<file path="src/rtl/isp_entry_seq.sv">
module isp_entry_seq #(
  parameter int SYNC_STAGES = 2
) (
  input  logic clk,
  input  logic por,
  input  logic rst_pin_n,
  input  logic ss_n,
  input  logic fuse_isp_en,
  output logic isp_active,
  output logic reentry_blocked
);

  localparam int MSB = SYNC_STAGES - 1;

  logic [MSB:0] rst_sh;
  logic [MSB:0] ss_sh;
  logic         por_d;
  logic         ss_req_raw;
  logic         rst_s;
  logic         ss_s;
  logic         por_fall;
  logic         enter;
  logic         leave;

  // only a clean low counts as a request; X or Z reads as no request
  assign ss_req_raw = (ss_n === 1'b0);

  generate
    if (SYNC_STAGES > 1) begin : g_chain
      always_ff @(posedge clk) begin
        rst_sh <= {rst_sh[MSB-1:0], rst_pin_n};
        ss_sh  <= {ss_sh[MSB-1:0], ss_req_raw};
      end
    end else begin : g_single
      always_ff @(posedge clk) begin
        rst_sh <= rst_pin_n;
        ss_sh  <= ss_req_raw;
      end
    end
  endgenerate

  always_ff @(posedge clk) por_d <= por;

  assign rst_s    = rst_sh[MSB];
  assign ss_s     = ss_sh[MSB];
  assign por_fall = por_d & ~por;

  assign enter = ~isp_active & ~reentry_blocked & ss_s & ~rst_s
               & (por_fall | fuse_isp_en);
  assign leave = isp_active & rst_s;

  always_ff @(posedge clk) begin
    if (por) begin
      isp_active      <= 1'b0;
      reentry_blocked <= 1'b0;
    end else if (enter) begin
      isp_active      <= 1'b1;
    end else if (leave) begin
      isp_active      <= 1'b0;
      reentry_blocked <= 1'b1;
    end
  end

endmodule


</file>
<file path="config.mk">
export PLATFORM = sky130hd
export DESIGN_NAME = isp_entry_seq
export DESIGN_NICKNAME = d
export VERILOG_FILES = /design/src/rtl/isp_entry_seq.sv
export SDC_FILE = /design/constraint.sdc
export NUM_CORES = 1
export LEC_CHECK = 0
export BUFFER_PORTS_ARGS = -buffer_cell sky130_fd_sc_hd__buf_4
export CAP_MARGIN = 20
export CORE_AREA = 2 2 39 41
export CTS_CLUSTER_DIAMETER = 150
export DETAILED_ROUTE_END_ITERATION = 8
export DIE_AREA = 0 0 41 43
export SETUP_SLACK_MARGIN = 0.2
export SLEW_MARGIN = 20
export SYNTH_ARGS = -nofsm -noshare
export SYNTH_HDL_FRONTEND = slang
export SYNTH_SLANG_ARGS = --single-unit
</file>
<file path="constraint.sdc">
create_clock -name clk -period 0.8 [get_ports clk]
set_input_delay 0.08 -clock clk [delete_from_list [all_inputs] [get_ports clk]]
set_output_delay 0.08 -clock clk [all_outputs]
set_load 0.05 [all_outputs]
</file>
==> impl_metrics.env <==
export IMPL_initial_core_util=0.126
export IMPL_crit_family="flip-flops"
export IMPL_syn_num_nets=19
export IMPL_grt_antenna_before_repair=0
export IMPL_period_share=1.04
export IMPL_setup_violations_final=3
export IMPL_min_to="por_d"
export IMPL_p_sw_uw=164
export IMPL_coreArea_sq_um=1380
export IMPL_antenna_cells=0
export IMPL_synth_area_per_cell_sq_um=12.4
export IMPL_cts_tree="done"
export IMPL_ios=7
export IMPL_drt_wl_total_um=323
export IMPL_grt_pass1_wl_um=545
export IMPL_cpPeakStageDelay_ps=360
export IMPL_drtAntennaViolNets=0
export IMPL_rows=14
export IMPL_wl_per_cell_um=7.51
export IMPL_end_kind="output port"
export IMPL_tightestPinTransition_ps=159
export IMPL_netlist_area_sq_um=174
export IMPL_r2r_slack_ps=-20
export IMPL_synth_cell_types=7
export IMPL_rsz0062_at_grt="true"
export IMPL_vias=142
export IMPL_critPathSlowestCell="dfxtp_4"
export IMPL_stdcell_count=43
export IMPL_synth_seq_area_share=0.806
export IMPL_cts_htree_levels=1
export IMPL_hp_class="input pin to register"
export IMPL_cts_inserted_buffers=3
export IMPL_grt_overflow=0
export IMPL_worstHoldPathCells=1
export IMPL_p_comb_frac=0.086
export IMPL_path_buf_inv=1
export IMPL_port_buffers=6
export IMPL_dp_worst_setup_slack_ps=17.6
export IMPL_viasPerCell=3.30
export IMPL_crit_fanout=3
export IMPL_clockBufferDepth=2
export IMPL_p_seq_frac=0.491
export IMPL_violations="hold timing, setup timing"
export IMPL_drtIter0Drc=0
export IMPL_layout_drive_gt1_share=0.481
export IMPL_drcViolationCount=0
export IMPL_root_buffer="clkbuf_4"
export IMPL_tns_ps=-65.7
export IMPL_grt_usage=0.0532
export IMPL_crit_path_cell_trace="buf_8"
export IMPL_skew_ps=1.63
export IMPL_die_area_sq_um=1760
export IMPL_fp_dieH_um=43
export IMPL_hold_viol=2
export IMPL_hold_start="por"
export IMPL_max_freq_ghz=1.20
export IMPL_power_density_nw_per_um2=2390
export IMPL_cts_sinks=7
export IMPL_die_w_um=41
export IMPL_swShare=0.217
export IMPL_slew_viol_final=0
export IMPL_power_total_uw=755
export IMPL_max_slew_margin=0.893
export IMPL_path_clk_slew_ps=50
export IMPL_power_leakage_uw=0.000136
export IMPL_place_gp_congestion=0.526
export IMPL_grt_pass1_vias=144
export IMPL_grt_max_degree=5
export IMPL_worstSkewPairLatency_ps=250
export IMPL_holdWs_ps=-44.0
export IMPL_min_period_ps=830
export IMPL_yosysWarnings=0
export IMPL_setup_ws_ps=-30.2
export IMPL_place_inst=36
export IMPL_cp_num_cells=1
export IMPL_cellInternalPower_uw=591
export IMPL_holdBufCountCts=2
export IMPL_r2r_start="por_d"
export IMPL_status="complete, but fails checks"
export IMPL_cp_data_required_time_ps=720
export IMPL_synthCells=14
export IMPL_crit_arrival_ps=750
export IMPL_irDropWorstVdd_v=0.00139
export IMPL_ff2ff_path_depth=3
export IMPL_clkPwrFrac=0.423
export IMPL_critPathLaunchType="register"
export IMPL_worstSetupPathType="register to output port"
export IMPL_drv_cap=0
export IMPL_firstDrtPassIters=1
export IMPL_syn2layout_area_growth_pct=81.3
export IMPL_nNetsFinal=33
export IMPL_rr_endpoint="isp_active"
export IMPL_synth_seq_cells=7
final cells by class:
cell class / count / area [sq um]
clock buffer: 4 / 26.3
fill: 153 / 1070
inverter: 2 / 7.51
multi-input combinational: 5 / 26.3
sequential: 7 / 148
tap: 16 / 20.0
timing repair buffer: 9 / 87.6
power groups by stage:
stage	clock, uW	combinational, uW	sequential (uW)
after global placement	0	46.3	377
after floorplan	0	8.77	391
after detailed placement	0	46.9	377
after CTS	325	65.2	371
after global routing	363	70.7	373
final	319	64.7	371
cells by family after synthesis:
kind of cell,count (synthesis),share of synthesized area
flip-flops,7,0.806
AND/OR/NAND/NOR,3,0.0863
AO/OA/AOI/OAI,2,0.0647
buffers and inverters,2,0.0432
repair_timing:
item / in CTS / in global routing
pin swaps: 0 / 0
setup endpoints to repair: 4 / 4
endpoints found under the hold margin: 4 / 2
gates resized for setup: 4 / 0
buffers inserted: 1 / 0
registers in the layout, indices dropped and copies added (netlist names):
signal / flops
ss_sh: 2
isp_active: 1
reentry_blocked: 1
por_d: 1
rst_sh: 2
metal layers:
metal | global-route usage | routed length (um) | vias up
met5 | 0 | 0 | -
met4 | 0 | 0 | 0
met3 | 0.0942 | 55 | 0
met2 | 0.0625 | 132 | 11
met1 | 0.0482 | 136 | 61
li1 | - | - | 70
worst reg2reg max path, cell delays in order (launching register included):
cell and delay (ps):
dfxtp_1 290, or2_1 220, a31oi_1 140, nor3_1 70
layout by cell type, fill, tap and decap left out, drive strengths merged:
master       Yosys  layout
a31oi            1       1
nor2             1       1
inv              2       2
buf              0       7
clkbuf           0       4
dfxtp            7       7
a21oi            1       1
dlygate4sd3      0       2
or2              1       1
nor3             1       1
worst max-delay path by stage:
stage,startpoint,end,slack (ps)
finish,reentry_blocked,reentry_blocked,-30
global route,por_d,isp_active,-80
CTS,reentry_blocked,reentry_blocked,-40
detailed placement,por_d,isp_active,20
global placement,por_d,isp_active,30
floorplan,reentry_blocked,isp_active,30
cells in the mapped netlist:
| cell type | number | area, sq um |
|---|---|---|
| a31oi_1 | 1 | 6.26 |
| or2_1 | 1 | 6.26 |
| a21oi_1 | 1 | 5.00 |
| nor3_1 | 1 | 5.00 |
| dfxtp_1 | 7 | 140 |
| inv_1 | 2 | 7.51 |
| nor2_1 | 1 | 3.75 |
per-stage QoR:
stage | cell area (sq um) | util
after global placement | 246 | 0.178
final | 315 | 0.228
after CTS | 315 | 0.228
after global routing | 315 | 0.228
after floorplan | 181 | -
after detailed placement | 246 | 0.178
(Power assumes the default switching activity.)
